===== config.mk =====
export PLATFORM = sky130hd
export DESIGN_NAME = rx_tagged_fifo
export DESIGN_NICKNAME = d
export VERILOG_FILES = /design/src/rtl/rxq_pkg.sv /design/src/rtl/rxq_store.sv /design/src/rtl/rxq_line_status.sv /design/src/rtl/rx_tagged_fifo.sv
export SDC_FILE = /design/constraint.sdc
export NUM_CORES = 1
export LEC_CHECK = 0
export ABC_AREA = 1
export BUFFER_PORTS_ARGS = -buffer_cell sky130_fd_sc_hd__buf_2
export CAP_MARGIN = 25
export CORE_ASPECT_RATIO = 1.2
export CORE_UTILIZATION = 40
export CTS_BUF_LIST = sky130_fd_sc_hd__clkbuf_8
export DETAILED_ROUTE_END_ITERATION = 10
export RECOVER_POWER = 50
export SYNTH_ARGS = -nofsm -noshare
export SYNTH_HDL_FRONTEND = slang
export SYNTH_HIERARCHICAL = 1
export SYNTH_SLANG_ARGS = --single-unit
export TNS_END_PERCENT = 30

===== constraint.sdc =====
create_clock -name clk -period 3.4 [get_ports clk]
set_input_delay 0.34 -clock clk [delete_from_list [all_inputs] [get_ports clk]]
set_output_delay 0.34 -clock clk [all_outputs]
set_load 0.01 [all_outputs]

===== src/rtl/rxq_pkg.sv =====
package rxq_pkg;

    localparam int DATA_W = 8;

    // Status byte field positions
    localparam int LSR_DR   = 0;
    localparam int LSR_OE   = 1;
    localparam int LSR_PE   = 2;
    localparam int LSR_FE   = 3;
    localparam int LSR_BI   = 4;
    localparam int LSR_ESUM = 7;

    typedef struct packed {
        logic brk;
        logic ferr;
        logic perr;
    } rx_tags_t;

    typedef struct packed {
        rx_tags_t            tags;
        logic [DATA_W-1:0]   data;
    } rx_entry_t;

    function automatic logic has_tag(input rx_tags_t t);
        return t.brk | t.ferr | t.perr;
    endfunction

endpackage


===== src/rtl/rxq_store.sv =====
module rxq_store
    import rxq_pkg::*;
#(
    parameter int DEPTH = 16,
    parameter int PTR_W = 4,
    parameter int CNT_W = 5
) (
    input  logic             clk,
    input  logic             rst,
    input  logic             push,
    input  rx_entry_t        wr_entry,
    input  logic             pop,
    output rx_entry_t        head,
    output rx_entry_t        second,
    output logic [CNT_W-1:0] count,
    output logic             tags_left_nx
);

    rx_entry_t        mem [DEPTH];
    logic [PTR_W-1:0] wr_ptr, rd_ptr;
    logic [PTR_W-1:0] wr_ptr_nx, rd_ptr_nx;
    logic [CNT_W-1:0] tag_cnt, tag_cnt_nx;

    // Pointer advance: free wrap for power-of-two depths, compare otherwise
    generate
        if ((DEPTH & (DEPTH - 1)) == 0) begin : g_pow2
            assign wr_ptr_nx = wr_ptr + PTR_W'(1);
            assign rd_ptr_nx = rd_ptr + PTR_W'(1);
        end else begin : g_wrap
            assign wr_ptr_nx = (wr_ptr == PTR_W'(DEPTH - 1)) ? '0 : wr_ptr + PTR_W'(1);
            assign rd_ptr_nx = (rd_ptr == PTR_W'(DEPTH - 1)) ? '0 : rd_ptr + PTR_W'(1);
        end
    endgenerate

    assign head   = mem[rd_ptr];
    assign second = mem[rd_ptr_nx];

    always_comb begin
        tag_cnt_nx = tag_cnt;
        if (push && has_tag(wr_entry.tags)) tag_cnt_nx = tag_cnt_nx + CNT_W'(1);
        if (pop  && has_tag(head.tags))     tag_cnt_nx = tag_cnt_nx - CNT_W'(1);
    end

    assign tags_left_nx = (tag_cnt_nx != '0);

    always_ff @(posedge clk) begin
        if (push) mem[wr_ptr] <= wr_entry;
    end

    always_ff @(posedge clk) begin
        if (rst) begin
            wr_ptr  <= '0;
            rd_ptr  <= '0;
            count   <= '0;
            tag_cnt <= '0;
        end else begin
            if (push) wr_ptr <= wr_ptr_nx;
            if (pop)  rd_ptr <= rd_ptr_nx;
            case ({push, pop})
                2'b10:   count <= count + CNT_W'(1);
                2'b01:   count <= count - CNT_W'(1);
                default: count <= count;
            endcase
            tag_cnt <= tag_cnt_nx;
        end
    end

endmodule


===== src/rtl/rxq_line_status.sv =====
module rxq_line_status
    import rxq_pkg::*;
(
    input  logic        clk,
    input  logic        rst,
    input  logic        fifo_en,
    input  logic        irq_en,
    input  logic        data_ready,
    input  logic        head_load,
    input  rx_tags_t    head_tags,
    input  logic        ovr_evt,
    input  logic        status_rd,
    input  logic        tags_left_nx,
    output logic [7:0]  status_byte,
    output logic        irq
);

    logic oe_q, pe_q, fe_q, bi_q, esum_q;

    // A new condition in the same cycle as a status read takes priority
    always_ff @(posedge clk) begin
        if (rst) begin
            oe_q   <= 1'b0;
            pe_q   <= 1'b0;
            fe_q   <= 1'b0;
            bi_q   <= 1'b0;
            esum_q <= 1'b0;
        end else begin
            if (ovr_evt)                        oe_q <= 1'b1;
            else if (status_rd)                 oe_q <= 1'b0;
            if (head_load && head_tags.perr)    pe_q <= 1'b1;
            else if (status_rd)                 pe_q <= 1'b0;
            if (head_load && head_tags.ferr)    fe_q <= 1'b1;
            else if (status_rd)                 fe_q <= 1'b0;
            if (head_load && head_tags.brk)     bi_q <= 1'b1;
            else if (status_rd)                 bi_q <= 1'b0;
            if (tags_left_nx)                   esum_q <= 1'b1;
            else if (status_rd)                 esum_q <= 1'b0;
        end
    end

    always_comb begin
        status_byte           = '0;
        status_byte[LSR_DR]   = data_ready;
        status_byte[LSR_OE]   = oe_q;
        status_byte[LSR_PE]   = pe_q;
        status_byte[LSR_FE]   = fe_q;
        status_byte[LSR_BI]   = bi_q;
        status_byte[LSR_ESUM] = fifo_en & esum_q;
    end

    assign irq = irq_en & (oe_q | pe_q | fe_q | bi_q);

endmodule


===== src/rtl/rx_tagged_fifo.sv =====
module rx_tagged_fifo
    import rxq_pkg::*;
#(
    parameter int DEPTH = 16
) (
    input  logic              clk,
    input  logic              rst,
    input  logic              fifo_en,
    input  logic              lsi_en,
    input  logic              rx_valid,
    input  logic [DATA_W-1:0] rx_data,
    input  logic              rx_perr,
    input  logic              rx_ferr,
    input  logic              rx_brk,
    input  logic              rd_data_stb,
    input  logic              rd_status_stb,
    output logic [DATA_W-1:0] data_out,
    output logic [7:0]        status_out,
    output logic              lsi_irq
);

    localparam int PTR_W = (DEPTH > 1) ? $clog2(DEPTH) : 1;
    localparam int CNT_W = $clog2(DEPTH + 1);

    rx_entry_t        in_entry, head, second;
    logic [CNT_W-1:0] count, cap;
    logic             empty, pop_ok, room, push_ok, ovr_evt;
    logic             empty_after_pop, head_load, tags_left_nx;
    rx_tags_t         head_tags;

    assign in_entry.data      = rx_data;
    assign in_entry.tags.perr = rx_perr;
    assign in_entry.tags.ferr = rx_ferr;
    assign in_entry.tags.brk  = rx_brk;

    assign cap     = fifo_en ? CNT_W'(DEPTH) : CNT_W'(1);
    assign empty   = (count == '0);
    assign pop_ok  = rd_data_stb & ~empty;
    assign room    = (count < cap) | pop_ok;
    assign push_ok = rx_valid & room;
    assign ovr_evt = rx_valid & ~room;

    // Which entry (if any) becomes the head at this edge
    assign empty_after_pop = empty | (pop_ok & (count == CNT_W'(1)));

    always_comb begin
        head_load = 1'b0;
        head_tags = '0;
        if (pop_ok && !empty_after_pop) begin
            head_load = 1'b1;
            head_tags = second.tags;
        end else if (push_ok && empty_after_pop) begin
            head_load = 1'b1;
            head_tags = in_entry.tags;
        end
    end

    rxq_store #(
        .DEPTH (DEPTH),
        .PTR_W (PTR_W),
        .CNT_W (CNT_W)
    ) i_store (
        .clk          (clk),
        .rst          (rst),
        .push         (push_ok),
        .wr_entry     (in_entry),
        .pop          (pop_ok),
        .head         (head),
        .second       (second),
        .count        (count),
        .tags_left_nx (tags_left_nx)
    );

    rxq_line_status i_status (
        .clk          (clk),
        .rst          (rst),
        .fifo_en      (fifo_en),
        .irq_en       (lsi_en),
        .data_ready   (~empty),
        .head_load    (head_load),
        .head_tags    (head_tags),
        .ovr_evt      (ovr_evt),
        .status_rd    (rd_status_stb),
        .tags_left_nx (tags_left_nx),
        .status_byte  (status_out),
        .irq          (lsi_irq)
    );

    assign data_out = empty ? '0 : head.data;

endmodule


## Word level (Yosys, flattened, before mapping)

Memories as Yosys holds them, arrays and structs flattened. A register that Yosys moved wholly into a read port is not among the register bits.
Cells that the tools add are included.

| cells by class | value |
|---|---|
| $add $sub $neg | 6 |
| order comparisons | 1 |
| equality and inequality tests | 3 |
| multiplexer cells | 19 |
| bitwise operators | 17 |
| reductions and logical operators | 16 |

Operators by type and width:

| cell | number |
|---|---|
| $mux W5 | 3 |
| $reduce_bool A2 Y1 | 6 |
| $add A5 B1 Y5 const B | 2 |
| $mux W1 | 10 |
| $pmux W5 S2 | 1 |
| $sub A5 B1 Y5 const B | 2 |
| $or A1 B1 Y1 | 9 |
| $add A4 B1 Y4 const B | 2 |
| $mux W4 | 2 |
| $mux W8 | 1 |
| $logic_and A1 B1 Y1 | 7 |
| $and A1 B1 Y1 | 6 |
| $mux W3 | 2 |
| $eq A5 B1 Y1 const B | 1 |
| $logic_not A5 Y1 | 1 |
| $lt A5 B5 Y1 | 1 |
| $reduce_bool A5 Y1 | 1 |
| $eq A2 B1 Y1 const B | 1 |
| $eq A2 B2 Y1 const B | 1 |
| $not A1 Y1 | 2 |
| $logic_not A1 Y1 | 1 |

| storage, ports and cells | value |
|---|---|
| register bits after elaboration | 23 |
| RAM bits | 176 |
| input port bits | 18 |
| output and inout port bits | 17 |
| word-level logic and storage cells | 72 |
| memories | 1 |

Memory list:

| name | words | width | rd ports | clocked after memory_dff | write ports | RTL line | RTL |
|---|---|---|---|---|---|---|---|
| i_store.mem | 16 | 11 | 2 | 1 | 1 | rxq_store.sv:19 | `rx_entry_t mem [DEPTH];` |

## Logic depth before layout (Yosys ltp)

| depth | value |
|---|---|
| depth after elaboration | 11 |
| gate-level depth with buffers | 22 |
| depth with buffers taken out | 22 |

## Cells and area by module

The synthesis kept the hierarchy.

Modules (own cells, without submodules):

| module | instances | cells each | area an instance (um^2) | sequential area each (um^2) |
|---|---|---|---|---|
| rxq_store | 1 | 1052 | 9917.0 | 5725.5 |
| rx_tagged_fifo | 1 | 54 | 261.5 | 0.0 |
| rxq_line_status | 1 | 35 | 246.5 | 100.1 |

## Worst setup path before layout

No wires, ideal clock.

| timing path | value |
|---|---|
| path type | input to register |
| from | input port fifo_en |
| to | register i_store.count[4] |
| library setup time | 0.121 ns |
| arrival time | 2.624 ns |
| required time | 3.279 ns |
| slack | 0.655 ns |
| stages | 17 |
| buffers on the path | 0 |
| path through | inv_1 > ha_1 > or2_0 > nand2_1 > nand2_2 > a21oi_2 > inv_1 > ha_1 > ha_1 > nand2_1 > nand2_1 > a31oi_1 > inv_1 > o21ai_0 > a21oi_1 > o21ai_0 > a21oi_1 |

| on the way | value |
|---|---|
| cells in the longest elaborated chain, start to end | 6 |
| elaborated cells between the ends (all ways) | 8 |
| classes of those cells | order compare: 1; eq/ne: 2; mux: 2; bitwise: 2; reduce/logical: 1 |

Ends and longest elaborated chain:

| element | RTL line | RTL |
|---|---|---|
| start, declared | rx_tagged_fifo.sv:8 | `input logic fifo_en,` |
| $mux W5 (*) | rx_tagged_fifo.sv:36 | `assign cap = fifo_en ? CNT_W'(DEPTH) : CNT_W'(1);` |
| $lt A5 B5 Y1 (*) | rx_tagged_fifo.sv:39 | `assign room = (count < cap) \| pop_ok;` |
| $or A1 B1 Y1 (*) | rx_tagged_fifo.sv:39 |  |
| $and A1 B1 Y1 (*) | rx_tagged_fifo.sv:40 | `assign push_ok = rx_valid & room;` |
| named net push_ok | rx_tagged_fifo.sv:27 | `logic empty, pop_ok, room, push_ok, ovr_evt;` |
| $eq A2 B1 Y1 / $eq A2 B2 Y1 (equally long branches) | rxq_store.sv:59 | `case ({push, pop})` |
| $pmux W5 S2 / $reduce_bool A2 Y1 (equally long branches) | -- |  |
| end signal, assigned | rxq_store.sv:60 | `2'b10: count <= count + CNT_W'(1);` |
| end signal, assigned | rxq_store.sv:61 | `2'b01: count <= count - CNT_W'(1);` |
| end signal, assigned | rxq_store.sv:62 | `default: count <= count;` |
| end, declared | rxq_store.sv:15 | `output logic [CNT_W-1:0] count,` |

The timed path passes the listed nets; every way through them passes the cells marked *.
A chain may end at the register's enable or synchronous reset.

## Worst setup path after layout

| timing path | value |
|---|---|
| from | register i_store.count[4] |
| to | register i_store.count[4] |

| on the way | value |
|---|---|
| cells in the longest elaborated chain, start to end | 7 |
| elaborated cells between the ends (all ways) | 12 |
| classes of those cells | add/sub: 2; order compare: 1; eq/ne: 2; mux: 1; bitwise: 4; reduce/logical: 2 |

Ends and longest elaborated chain:

| element | RTL line |
|---|---|
| parallel branches: the longest is 3 deep, another holds $lt A5 B5 Y1 | -- |
| $or A1 B1 Y1 (*) | rx_tagged_fifo.sv:39 |
| $and A1 B1 Y1 (*) | rx_tagged_fifo.sv:40 |
| named net push_ok | rx_tagged_fifo.sv:27 |
| $eq A2 B1 Y1 / $eq A2 B2 Y1 (equally long branches) | rxq_store.sv:59 |
| $pmux W5 S2 / $reduce_bool A2 Y1 (equally long branches) | -- |

Mark *: on every way through the listed nets, which the timed path passes.

==> metrics.md <==
| Metric | Value |
|---|---|
| Status | completed |
| Crit path buf inv count | 2 |
| Reg area | 5831 um2 |
| Fill count | 2266 |
| Synthesized area | 9474 um2 |
| Switching power | 3.048 mW |
| H-tree depth | 1 |
| Full die area | 24310 um2 |
| Post-route cell area | 10380 um2 |
| GR Util All Layers | 0.1841 |
| Drt total wl | 21.61 mm |
| Nets | 1004 |
| Number of global-route vias before repair | 6304 |
| I/O pin cnt | 35 |
| Starting DRT DRC Count | 539 |
| Crit start category | flop |
| Critical path fanouts, max | 6 |
| Final HPWL DP | 13.79 mm |
| DR vias | 6579 |
| Core area | 23200 um2 |
| Worst reg-to-reg path cell count | 16 |
| Hold_buf cts | 0 |
| Seq pwr share | 0.392 |
| Clk buf depth | 3 |
| Worst path cell trace | ha_1, or2_0, nand2_1, nand2_2, a21oi_1, inv_1, ha_1, ha_1, nand2_1, nand2_1, a31oi_1, inv_1, o21ai_0, a21oi_1, o21ai_0, a21oi_1 |
| Setup CP Type | reg -> reg |
| Clock latency on the worst-skew pair | 0.56 ns |
| Vias/cell | 5.014 |
| Global route overflow | 0 |
| Die extent in y | 170.6 um |
| Min Tclk post-route | 2.830 ns |
| Initial Utilization | 0.4083 |
| CTS Sinks | 203 |
| Slew Limit Fails | 0 |
| Metal2 WL | 10.86 mm |
| Largest net degree at the start of global routing | 54 |
| CP peak stage delay | 0.38 ns |
| Clock root buffer | clkbuf_8 |
| VDD IR-drop max | 414.1 uV |
| DRC | 0 |
| Final hold viol count | 0 |
| Layout cells sized above 1 | 0.09639 |
| WHS Path Cells | 4 |
| Gate Count Post-Synth | 957 |
| Peak Freq | 0.3534 GHz |
| Clock-pin slew on the worst setup and hold paths | 0.06 ns |
| M1 WL | 9.107 mm |
| Arr. time, crit path | 3.26 ns |
| Worst Tran Pin Value | 0.9428 ns |
| Met3 Wirelength | 1.143 mm |
| Routed wire per std cell | 16.47 um |
| WP depth | 16 |
| Final setup skew | 0.01670 ns |
| Final non-filler cell total | 1312 |
| Highest Signal Layer | met4 |
| Port-buffer cells | 32 |
| Part of the cycle the worst path needs | 0.8323 |
| Avg Inst Size Synth | 9.900 um2 |
| Internal power | 4.784 mW |
| Multi-input gate area | 2726 um2 |
| Post-route ant nets | 0 |
| Post-CTS setup repair buffer count | 0 |
| Row Count | 61 |
| # setup viols final | 0 |
| Endpoint class of the critical path | flop |
| Area Growth Syn to Fin | 9.509% |
| RSZ-0062 raised after global routing | false |
| Die X-Extent | 142.5 um |
| Worst path top cell family by delay | adder cells |
| Synth warn | 6 |
| Power per cell area | 754.9 nW/um2 |
| Cell Area, Placed | 9886 um2 |
| WP data required | 3.83 ns |
| Worst hold-check path type | in -> reg |
| CTS tree | yes |
| Max cap viols | 0 |
| Antenna violations before repair | 1 |
| GPL Wtd Cong | 0.8074 |
| Placed Cells | 1256 |
| Critical path's slowest cell | dfxtp_1 |
| Relative slew margins | 0.3708 |
| Combinational power share | 0.385 |
| PostCTS Resize Cnt | 0 |
| Clock power share | 0.223 |
| Leakage power | 4.099 nW |
| TritonCTS buffer count | 30 |
| Pre-antenna DRT Iters | 7 |
| Switching Fraction | 0.3892 |
| First-pass GRT wire length | 34.05 mm |
| TNS Setup | 0 ns |
[cell usage in the layout (no fill, tap or decap), types with 17 or more instances in the layout]
cell	n
o21ai_0	103
o211ai_1	32
dfxtp_1	25
buf_4	25
nor2_1	55
nand3_1	78
clkbuf_1	18
buf_2	17
edfxtp_1	176
clkbuf_8	32
a21oi_1	86
nand2_1	134
inv_1	151
[stage by stage]
step / hold slack, ns / setup WS [ns] / total power [mW] / utilization
final: 0.07933 / 0.5703 / 7.832 / 0.4472
after global routing: 0.06483 / 0.2377 / 8.410 / 0.4472
after CTS: 0.05480 / 0.5934 / 7.931 / 0.4490
after detailed placement: 0.4670 / 0.4817 / 6.170 / 0.4261
after global placement: 0.4696 / 0.5662 / 6.140 / 0.4261
after floorplan: 0.4091 / 0.6549 / 5.412 / -
[worst register-to-register path, stage by stage (launching register included)]
cell,delay (ns)
dfxtp_1,0.38
ha_1,0.26
or2_0,0.22
nand2_1,0.08
nand2_2,0.06
a21oi_1,0.17
inv_1,0.11
ha_1,0.29
ha_1,0.35
nand2_1,0.08
nand2_1,0.05
a31oi_1,0.16
inv_1,0.07
o21ai_0,0.15
a21oi_1,0.07
o21ai_0,0.18
a21oi_1,0.06
[metal layers]
metal | track usage | vias to the layer above
met5 | 0 | -
met4 | 0.05844 | 0
li1 | - | 3246
met3 | 0.02659 | 40
met2 | 0.3267 | 176
met1 | 0.2298 | 3117
[final timing paths]
| path | start | end | slack [ns] |
|---|---|---|---|
| max | i_store/count[4] | i_store/count[4] | 0.57 |
| min | rd_status_stb | i_status/oe_q | 0.08 |
| max reg2reg | i_store/count[4] | i_store/count[4] | 0.57 |
| min reg2reg | i_status/oe_q | i_status/oe_q | 0.48 |
[state kept, by name, summed over array words and instances, names as in the netlist, named ones only]
register and flops:
i_store/mem 176, i_store/count 5, i_store/tag_cnt 5, i_store/rd_ptr 4
i_store/wr_ptr 4, i_status/bi_q 1, i_status/esum_q 1, i_status/fe_q 1
i_status/oe_q 1, i_status/pe_q 1
[power groups by stage]
stage               combinational (mW)  sequential, mW  clock (mW)
global placement                  3.02            3.12           0
finish                            3.02            3.07        1.75
CTS                               3.06            3.07        1.80
global route                      3.41            3.09        1.90
floorplan                         2.36            3.05           0
detailed placement                3.05            3.12           0
[final cells by class]
cell class              count  area share
clock inverters            23    0.008924
repair buffers             61     0.03473
multi-input cells         537      0.2628
flip-flops and latches    203      0.5620
clock buffers              32     0.04245
well taps                 315     0.03799
diodes                      1   0.0002412
inverters                 140     0.05089
Power figures use the tool's default switching activity.
